[src/rtl/nand_ctl_pkg.sv]
package nand_ctl_pkg;

  localparam int REG_AW = 3;

  typedef enum logic [REG_AW-1:0] {
    RA_CTRL    = 3'd0,
    RA_CFG     = 3'd1,
    RA_STAT    = 3'd2,
    RA_IRQ_RAW = 3'd3,
    RA_IRQ_EN  = 3'd4,
    RA_IRQ_SET = 3'd5,
    RA_IRQ_CLR = 3'd6,
    RA_COUNT   = 3'd7
  } reg_addr_e;

  // control register bits
  localparam int CTRL_START  = 0;
  localparam int CTRL_ECCCLR = 1;
  localparam int CTRL_SRST   = 2;

  // interrupt bits (shared by raw, enable, set, clear)
  localparam int IRQ_W   = 2;
  localparam int IRQ_RDY = 0;
  localparam int IRQ_TC  = 1;

  // configuration, packed MSB first so the bit index matches the register
  typedef struct packed {
    logic ce_low;    // bit 5
    logic ecc_dma;   // bit 4
    logic ecc_on;    // bit 3
    logic burst;     // bit 2
    logic dir_rd;    // bit 1
    logic wide;      // bit 0
  } cfg_t;

  localparam int CFG_W = $bits(cfg_t);
  localparam int STAT_W = 3;

endpackage

[src/rtl/nand_rdy_sync.sv]
module nand_rdy_sync #(
  parameter int STAGES = 2
) (
  input  logic clk,
  input  logic rst_n,
  input  logic rdy_i,
  output logic lvl_o,
  output logic rise_o
);

  logic [STAGES-1:0] chain_q;
  logic [STAGES-1:0] chain_d;
  logic              prev_q;

  for (genvar gi = 0; gi < STAGES; gi++) begin : g_stage
    if (gi == 0) begin : g_first
      assign chain_d[gi] = rdy_i;
    end else begin : g_next
      assign chain_d[gi] = chain_q[gi-1];
    end
  end

  always_ff @(posedge clk or negedge rst_n) begin
    if (!rst_n) begin
      chain_q <= '0;
      prev_q  <= 1'b0;
    end else begin
      chain_q <= chain_d;
      prev_q  <= chain_q[STAGES-1];
    end
  end

  assign lvl_o  = chain_q[STAGES-1];
  assign rise_o = chain_q[STAGES-1] & ~prev_q;

  AST_RDY_ONESHOT: assert property (@(posedge clk) disable iff (!rst_n)
    rise_o |=> !rise_o);

endmodule

[src/rtl/nand_xfer_cnt.sv]
module nand_xfer_cnt #(
  parameter int CNT_W = 32
) (
  input  logic             clk,
  input  logic             rst_n,
  input  logic             clr_i,
  input  logic             ld_i,
  input  logic [CNT_W-1:0] ld_val_i,
  input  logic             start_i,
  input  logic             byte_i,
  output logic [CNT_W-1:0] cnt_o,
  output logic             tc_o,
  output logic             busy_o
);

  localparam logic [CNT_W-1:0] CNT_ONE = CNT_W'(1);

  logic [CNT_W-1:0] cnt_q;
  logic [CNT_W-1:0] cnt_d;
  logic             cnt_en;
  logic             nonzero;
  logic             step;

  always_comb begin
    nonzero = (cnt_q != '0);
    step    = start_i & byte_i & nonzero & ~ld_i & ~clr_i;
    tc_o    = step & (cnt_q == CNT_ONE);
    cnt_en  = clr_i | ld_i | step;
    if (clr_i) begin
      cnt_d = '0;
    end else if (ld_i) begin
      cnt_d = ld_val_i;
    end else begin
      cnt_d = cnt_q - CNT_ONE;
    end
  end

  always_ff @(posedge clk or negedge rst_n) begin
    if (!rst_n) begin
      cnt_q <= '0;
    end else if (cnt_en) begin
      cnt_q <= cnt_d;
    end
  end

  assign cnt_o  = cnt_q;
  assign busy_o = start_i & nonzero;

  AST_CNT_NO_RISE: assert property (@(posedge clk) disable iff (!rst_n)
    !ld_i |=> (cnt_q <= $past(cnt_q)));

  AST_TC_AT_ZERO: assert property (@(posedge clk) disable iff (!rst_n)
    tc_o |=> (cnt_q == '0));

endmodule

[src/rtl/nand_irq_regs.sv]
module nand_irq_regs #(
  parameter int IRQ_W = 2
) (
  input  logic             clk,
  input  logic             rst_n,
  input  logic             clr_all_i,
  input  logic [IRQ_W-1:0] evt_i,
  input  logic             set_we_i,
  input  logic             clr_we_i,
  input  logic             en_we_i,
  input  logic [IRQ_W-1:0] wbits_i,
  output logic [IRQ_W-1:0] raw_o,
  output logic [IRQ_W-1:0] en_o,
  output logic             irq_o
);

  logic [IRQ_W-1:0] raw_q, raw_d;
  logic [IRQ_W-1:0] en_q, en_d;
  logic [IRQ_W-1:0] set_bits, clr_bits;

  always_comb begin
    set_bits = set_we_i ? wbits_i : '0;
    clr_bits = clr_we_i ? wbits_i : '0;
    if (clr_all_i) begin
      raw_d = '0;
      en_d  = '0;
    end else begin
      raw_d = (raw_q & ~clr_bits) | evt_i | set_bits;
      en_d  = en_we_i ? wbits_i : en_q;
    end
  end

  always_ff @(posedge clk or negedge rst_n) begin
    if (!rst_n) begin
      raw_q <= '0;
      en_q  <= '0;
    end else begin
      raw_q <= raw_d;
      if (en_we_i || clr_all_i) begin
        en_q <= en_d;
      end
    end
  end

  assign raw_o = raw_q;
  assign en_o  = en_q;
  assign irq_o = |(raw_q & en_q);

  AST_CLR_ALL: assert property (@(posedge clk) disable iff (!rst_n)
    (clr_we_i && (&wbits_i) && !(|evt_i) && !clr_all_i) |=> (raw_q == '0));

  AST_EVT_WINS: assert property (@(posedge clk) disable iff (!rst_n)
    ((|evt_i) && !clr_all_i) |=> ((raw_q & $past(evt_i)) == $past(evt_i)));

endmodule

[src/rtl/nand_page_ctl.sv]
module nand_page_ctl
  import nand_ctl_pkg::*;
#(
  parameter int DATA_W      = 32,
  parameter int CNT_W       = 32,
  parameter int SYNC_STAGES = 2
) (
  input  logic              clk,
  input  logic              rst_n,
  input  logic              bus_we,
  input  logic [REG_AW-1:0] bus_addr,
  input  logic [DATA_W-1:0] bus_wdata,
  output logic [DATA_W-1:0] bus_rdata,
  input  logic              byte_stb,
  input  logic              xfer_fifo_busy,
  input  logic              cpu_fifo_busy,
  input  logic              flash_rdy,
  output logic              irq,
  output logic              xfer_req,
  output logic              ecc_clr,
  output logic              ce_force_low,
  output logic              ecc_to_dma,
  output logic              ecc_en,
  output logic              burst_en,
  output logic              dir_read,
  output logic              bus_wide
);

  // write decode
  logic wr_ctrl, wr_cfg, wr_en, wr_set, wr_clr, wr_cnt, srst;

  always_comb begin
    wr_ctrl = bus_we && (bus_addr == RA_CTRL);
    wr_cfg  = bus_we && (bus_addr == RA_CFG);
    wr_en   = bus_we && (bus_addr == RA_IRQ_EN);
    wr_set  = bus_we && (bus_addr == RA_IRQ_SET);
    wr_clr  = bus_we && (bus_addr == RA_IRQ_CLR);
    wr_cnt  = bus_we && (bus_addr == RA_COUNT);
    srst    = wr_ctrl && bus_wdata[CTRL_SRST];
  end

  // control and configuration registers
  logic start_q, start_d;
  cfg_t cfg_q, cfg_d;
  logic ecc_clr_q, ecc_clr_d;
  logic ctl_en;

  always_comb begin
    ctl_en    = wr_ctrl | wr_cfg;
    start_d   = start_q;
    cfg_d     = cfg_q;
    ecc_clr_d = wr_ctrl && bus_wdata[CTRL_ECCCLR] && !srst;
    if (srst) begin
      start_d = 1'b0;
      cfg_d   = '0;
    end else begin
      if (wr_ctrl) start_d = bus_wdata[CTRL_START];
      if (wr_cfg)  cfg_d   = cfg_t'(bus_wdata[CFG_W-1:0]);
    end
  end

  always_ff @(posedge clk or negedge rst_n) begin
    if (!rst_n) begin
      start_q   <= 1'b0;
      cfg_q     <= '0;
      ecc_clr_q <= 1'b0;
    end else begin
      if (ctl_en) begin
        start_q <= start_d;
        cfg_q   <= cfg_d;
      end
      ecc_clr_q <= ecc_clr_d;
    end
  end

  // ready pin synchroniser and edge detector
  logic rdy_lvl, rdy_rise;

  nand_rdy_sync #(.STAGES(SYNC_STAGES)) u_rdy (
    .clk    (clk),
    .rst_n  (rst_n),
    .rdy_i  (flash_rdy),
    .lvl_o  (rdy_lvl),
    .rise_o (rdy_rise)
  );

  // transfer counter
  logic [CNT_W-1:0] cnt_w;
  logic             tc_evt;
  logic             busy_w;

  nand_xfer_cnt #(.CNT_W(CNT_W)) u_cnt (
    .clk      (clk),
    .rst_n    (rst_n),
    .clr_i    (srst),
    .ld_i     (wr_cnt),
    .ld_val_i (bus_wdata[CNT_W-1:0]),
    .start_i  (start_q),
    .byte_i   (byte_stb),
    .cnt_o    (cnt_w),
    .tc_o     (tc_evt),
    .busy_o   (busy_w)
  );

  // interrupt registers
  logic [IRQ_W-1:0] evt_w, irq_raw, irq_en;

  always_comb begin
    evt_w          = '0;
    evt_w[IRQ_TC]  = tc_evt;
    evt_w[IRQ_RDY] = rdy_rise;
  end

  nand_irq_regs #(.IRQ_W(IRQ_W)) u_irq (
    .clk       (clk),
    .rst_n     (rst_n),
    .clr_all_i (srst),
    .evt_i     (evt_w),
    .set_we_i  (wr_set),
    .clr_we_i  (wr_clr),
    .en_we_i   (wr_en),
    .wbits_i   (bus_wdata[IRQ_W-1:0]),
    .raw_o     (irq_raw),
    .en_o      (irq_en),
    .irq_o     (irq)
  );

  // read path
  always_comb begin
    bus_rdata = '0;
    unique case (bus_addr)
      RA_CTRL:    bus_rdata[CTRL_START] = start_q;
      RA_CFG:     bus_rdata[CFG_W-1:0]  = cfg_q;
      RA_STAT:    bus_rdata[STAT_W-1:0] = {xfer_fifo_busy, cpu_fifo_busy, rdy_lvl};
      RA_IRQ_RAW: bus_rdata[IRQ_W-1:0]  = irq_raw;
      RA_IRQ_EN:  bus_rdata[IRQ_W-1:0]  = irq_en;
      RA_COUNT:   bus_rdata[CNT_W-1:0]  = cnt_w;
      default:    bus_rdata = '0;
    endcase
  end

  assign xfer_req     = busy_w;
  assign ecc_clr      = ecc_clr_q;
  assign ce_force_low = cfg_q.ce_low;
  assign ecc_to_dma   = cfg_q.ecc_dma;
  assign ecc_en       = cfg_q.ecc_on;
  assign burst_en     = cfg_q.burst;
  assign dir_read     = cfg_q.dir_rd;
  assign bus_wide     = cfg_q.wide;

  AST_SRST_CLEARS: assert property (@(posedge clk) disable iff (!rst_n)
    srst |=> (cfg_q == '0 && !start_q && cnt_w == '0 && irq_raw == '0 && irq_en == '0));

  AST_REQ_STOPS: assert property (@(posedge clk) disable iff (!rst_n)
    srst |=> !xfer_req);

endmodule

[config.mk]
export PLATFORM = sky130hd
export DESIGN_NAME = nand_page_ctl
export DESIGN_NICKNAME = d
export VERILOG_FILES = /design/src/rtl/nand_ctl_pkg.sv /design/src/rtl/nand_rdy_sync.sv /design/src/rtl/nand_xfer_cnt.sv /design/src/rtl/nand_irq_regs.sv /design/src/rtl/nand_page_ctl.sv
export SDC_FILE = /design/constraint.sdc
export NUM_CORES = 1
export LEC_CHECK = 0
export BUFFER_PORTS_ARGS = -buffer_cell sky130_fd_sc_hd__buf_2
export CORE_MARGIN = 1.5
export CORE_UTILIZATION = 59
export CTS_BUF_LIST = sky130_fd_sc_hd__clkbuf_4 sky130_fd_sc_hd__clkbuf_8
export CTS_CLUSTER_SIZE = 14
export DETAILED_ROUTE_END_ITERATION = 10
export PLACE_DENSITY_LB_ADDON = 0.12
export SYNTH_ARGS = -nofsm -noshare
export SYNTH_HDL_FRONTEND = slang
export SYNTH_SLANG_ARGS = --single-unit
[constraint.sdc]
create_clock -name clk -period 4.85 [get_ports clk]
set_input_delay 0.485 -clock clk [delete_from_list [all_inputs] [get_ports clk]]
set_output_delay 0.485 -clock clk [all_outputs]
set_load 0.02 [all_outputs]
* After elaboration in Yosys (flattened, before gate mapping) *
Cells that the tools add are included.

word-level totals
  output and inout port bits = 41
  input bits = 42
  register bits = 47
  word-level logic and storage cells = 76

operators by class
  bitwise gates (word level) = 18
  multiplexer cells = 16
  reductions and logical operators = 20
  equal/unequal tests = 8
  add/subtract/negate cells = 1

operator list
  cell                                                                   count
  32-bit two-way mux                                                     2
  32-bit by 1-bit == test with 1-bit output (second input constant)      1
  32-bit nonzero test                                                    1
  32-bit by 1-bit subtractor with 32-bit output (second input constant)  1
  26-bit two-way mux                                                     1
  3-bit == test (second input constant)                                  4
  6-bit two-way mux                                                      2
  2-bit two-way mux                                                      5
  1-bit logical AND                                                      9
  1-bit AND                                                              7
  3-bit by 2-bit == test with 1-bit output (second input constant)       2
  1-bit case mux with 6 select lines                                     1
  3-bit case mux with 2 select lines                                     1
  2-bit AND reduction                                                    3
  2-bit nonzero test                                                     3
  1-bit case mux with 5 select lines                                     1
  2-bit AND                                                              2
  2-bit OR                                                               2
  3-bit by 1-bit == test with 1-bit output (second input constant)       1
  3-bit logical NOT                                                      1
  1-bit NOT                                                              3
  1-bit OR                                                               3
  1-bit case mux with 3 select lines                                     1
  1-bit two-way mux                                                      2
  other kinds (4)                                                        4

* Longest topological paths before layout *
  depth after elaboration = 9
  mapped depth = 9
  mapped depth without buffers = 7

* Modules after synthesis *
Synthesis repeated with hierarchy kept, for this count alone.

second synthesis, totals
  cells, all modules = 380
  area total of the unflattened synthesis = 3363.2 sq um

by module, submodules not included
  module         instances  sequential area each (sq um)  area each (sq um)  cells an instance
  nand_xfer_cnt  1          800.8                         2289.7             267
  nand_page_ctl  1          200.2                         808.3              94
  nand_irq_regs  1          100.1                         176.4              15
  nand_rdy_sync  1          75.1                          88.8               4

* Worst setup path after synthesis *
Ideal clock, no wire load.

  path kind = register to output
  start = register u_cnt.cnt_q[29], in the netlist u_cnt.cnt_o[29]
  end = output port xfer_req
  path buffers = 0
  arrival = 1.734 ns
  cell stages (with the launch flop) = 5
  setup slack = 2.631 ns
  data required time = 4.365 ns
  cell sequence = dfrtp_1 or4_4 or3_4 or2_0 o21a_1

between the ends
  longest elaborated chain between the ends = 2

ends and longest elaborated chain
  element                   RTL line             source
  start: declaration        nand_xfer_cnt.sv:18  logic [CNT_W-1:0] cnt_q;
  start signal: assignment  nand_xfer_cnt.sv:42  cnt_q <= cnt_d;
  32-bit nonzero test       nand_xfer_cnt.sv:25  nonzero = (cnt_q != '0);
  1-bit AND                 nand_xfer_cnt.sv:47  assign busy_o = start_i & nonzero;
  end: declaration          nand_page_ctl.sv:19  output logic xfer_req,

No other way between the ends.

* Final worst setup path *
  start = register u_cnt.cnt_q[0], in the netlist u_cnt.cnt_o[0]
  end = register u_cnt.cnt_q[19], in the netlist u_cnt.cnt_o[19]

between the ends
  longest elaborated chain between the ends = 5
  elaborated cells between the ends (all ways) = 8
  classes of those cells = add/sub: 1; mux: 2; bitwise: 4; reduce/logical: 1

ends and longest elaborated chain
  element
  branches (longest 5 deep; another with 32-bit by 1-bit subtractor with 32-bit output)

Several ways; the timed one is not identified.
A chain may end at the register's enable or synchronous reset.

==> reports/results.ini <==
[synth]
synth_cells=353
yosys_reg_bits=47
syn_area_per_cell_um2=8.60
syn_area_um2=3040
netlist-cell-type-count=51
synth_seq_area_share=0.387
synthesis.yosys.warnings=0
synth_top_cell_by_area=sky130_fd_sc_hd__dfrtp_1
synth_largest_type_area_fraction=0.387
synth_area_leaders=sky130_fd_sc_hd__dfrtp_1 (39%), sky130_fd_sc_hd__and2_1 (6.0%), sky130_fd_sc_hd__a21oi_1 (4.6%)
synth_nets=397

[sta]
endpoints_failing_hold=0
fin_crit_ns=3.17
setup_viol_count_final=0
max-slew-margin-rel=0.284
hold_ws_ns=0.282
maxSlewViolCount=0
max_freq_mhz=315
timing.final.ws_setup_ns=1.68
worst_clk_skew_ns=0.00402
timing.final.crit_share=0.654
worst_slew_pin_slew_ns=1.07
fin_setup_tns_ns=0
grt_setup_unrepaired=no

[placed_design]
replace_congestion=0.849
hpwlAfterDp_um=5550
place_worst_setup_slack_ns=1.78
post_dp_cell_area_um2=3450
buffer_ports.inserted=82

[setup_path]
critPathRequiredTime_ns=5.00
timing.rr.start=u_cnt.cnt_o[0]
crit_type=register to register
launching_element_of_the_worst_setup_path=u_cnt.cnt_o[0]
worst_r2r_path_depth=7
crit_path_max_fanout=31
timing.rr.end=u_cnt.cnt_o[19]
critPathCapture=u_cnt.cnt_o[19]
crit_path_start_kind=register
worstSetupEndpointType=register
regToRegSetupSlack_ns=1.68
worst_ep_arrival_time_ns=3.32

[clock_tree]
tritoncts.num_buffers=5
cts-root-buf=sky130_fd_sc_hd__clkbuf_8
postCtsSetupBuffers=0
cts_tree=done
worst_setup_hold_path_clk_slew_ns=0.09
cts_resized=0
clock_tree.buffer_depth=2
clock_latency_ns=0.30
hold_bufs_at_cts=0
clock_sinks=47
h-tree-depth=2

[pwr]
power_leakage_nw=1.62
power_density_nw_per_um2=506
p_total_mw=1.80
peakVddDrop_v=0.000355

[detailed_routing]
detail_route.wirelength_um=8300
post-route-drc-count=0
routed_via_density=6.32
route.antenna.remaining_nets=0
dr_wl_cell_um=17.0
routed-via-count=3080
detail_route.iter0.violations=396
drt_pre_antenna_iters=5

[global_routing]
maximum_number_of_pins_on_one_net_before_global_route_repair=60
globalRouteTotalUtil=0.315
antenna_found_initial=0
wire_length_of_the_first_global_routing_pass_um=13600
grt_overflow_total=0
grt_pass1_vias=2857

[finish]
stdcell_area_um2=3560
most-common-layout-cells=sky130_fd_sc_hd__buf_2 (82), sky130_fd_sc_hd__dfrtp_1 (47), sky130_fd_sc_hd__and2_1 (28), sky130_fd_sc_hd__a21oi_1 (28)
post_route_cells_drive_above_1_share=0.257
antennaDiodeCount=0
final_net_count=463
final_common_cell=sky130_fd_sc_hd__buf_2
syn2layout_area_growth_pct=17.1

[die]
io-pin-count=83
die_width_um=74.7
die-height_um=74.7
initial_core_util=0.626
floorplan.die_area_um2=5590
rows=25
core_um2=4850

[status]
status=completed

[hold_path]
worst_hold_path_type=input port to register

[run]
cap_viol_max_count=0

[flip-flops by register name, summed over array words and instances (netlist names)]
signal         count
u_cnt.cnt_o       32
u_irq.en_o         2
u_irq.raw_o        2
u_rdy.chain_q      2
burst_en           1
bus_wide           1
ce_force_low       1
dir_read           1
ecc_clr            1
ecc_en             1
ecc_to_dma         1
start_q            1
u_rdy.prev_q       1
[logic make-up after synthesis]
group,count (synthesis),share of synthesized area
flip-flops,47,0.387
AO/OA/AOI/OAI,108,0.229
multiplexers,11,0.0408
buffers and inverters,30,0.0400
AND/OR/NAND/NOR,155,0.295
adder cells (fa/ha/maj),2,0.00824
[critical path, stage by stage, from the launching register on]
cell,delay (ns)
sky130_fd_sc_hd__dfrtp_1,0.46
sky130_fd_sc_hd__inv_1,0.14
sky130_fd_sc_hd__ha_1,0.23
sky130_fd_sc_hd__nor3b_1,0.50
sky130_fd_sc_hd__nand4_2,0.38
sky130_fd_sc_hd__o31ai_4,0.29
sky130_fd_sc_hd__a21o_1,0.79
sky130_fd_sc_hd__o21ai_0,0.22
[worst min path at each step]
stage	startpoint	end	slack, ns	cells past startpoint
floorplan	rst_n	burst_en	0.19	0
global placement	u_rdy.chain_q[0]	u_rdy.chain_q[1]	0.34	0
detailed placement	u_rdy.chain_q[0]	u_rdy.chain_q[1]	0.35	0
CTS	flash_rdy	u_rdy.chain_q[0]	0.28	1
global route	flash_rdy	u_rdy.chain_q[0]	0.28	1
finish	flash_rdy	u_rdy.chain_q[0]	0.28	1
[Yosys cell counts (all sizes together)]
library cell  number
clkbuf            15
a21oi             28
or2                4
a21o               1
or3                5
nor2              20
or4                2
o311ai            14
o22ai             10
nor3b              2
nor4              23
a21boi             1
a22oi             10
nor4b              2
a22o               2
mux2               1
and2              30
a31oi              1
inv                4
and4               1
o41ai              1
o211ai             7
nand4              5
mux2i              9
nand3              7
nor2b              7
nand2             25
a221oi             1
buf               11
mux4               1
a211o              1
o21ai             28
or2b               1
and3b              1
ha                 2
o21bai             1
nor3              15
o31ai              1
dfrtp             47
and3               5
o21a               1
[report_power, final]
part / total, mW / internal [mW] / switching (mW)
combinational: 0.864 / 0.323 / 0.542
clock: 0.269 / 0.136 / 0.133
sequential: 0.666 / 0.512 / 0.154
total: 1.80 / 0.971 / 0.830
[per-layer routing]
layer	share of wire	global-route usage	up-vias
met1	0.43	0.450	1438
li1	-	-	1472
met2	0.48	0.483	158
met5	0	0	-
met3	0.076	0.0549	12
met4	0.014	0.117	0
[per-stage QoR]
stage	instances	util
2_1_floorplan	353	-
6_report	487	0.733
4_1_cts	487	0.733
5_1_grt	487	0.733
3_3_place_gp	479	0.712
3_5_place_dp	479	0.712
[cell type report]
cell class                      instances  area (um2)
Sequential cell                        47        1180
Tap cell                               67        83.8
Multi-Input combinational cell        276        1740
Fill cell                             389        1290
Timing Repair Buffer                   85         433
Inverter                                4        15.0
Clock buffer                            8         104
Power figures use the tool's default switching activity.
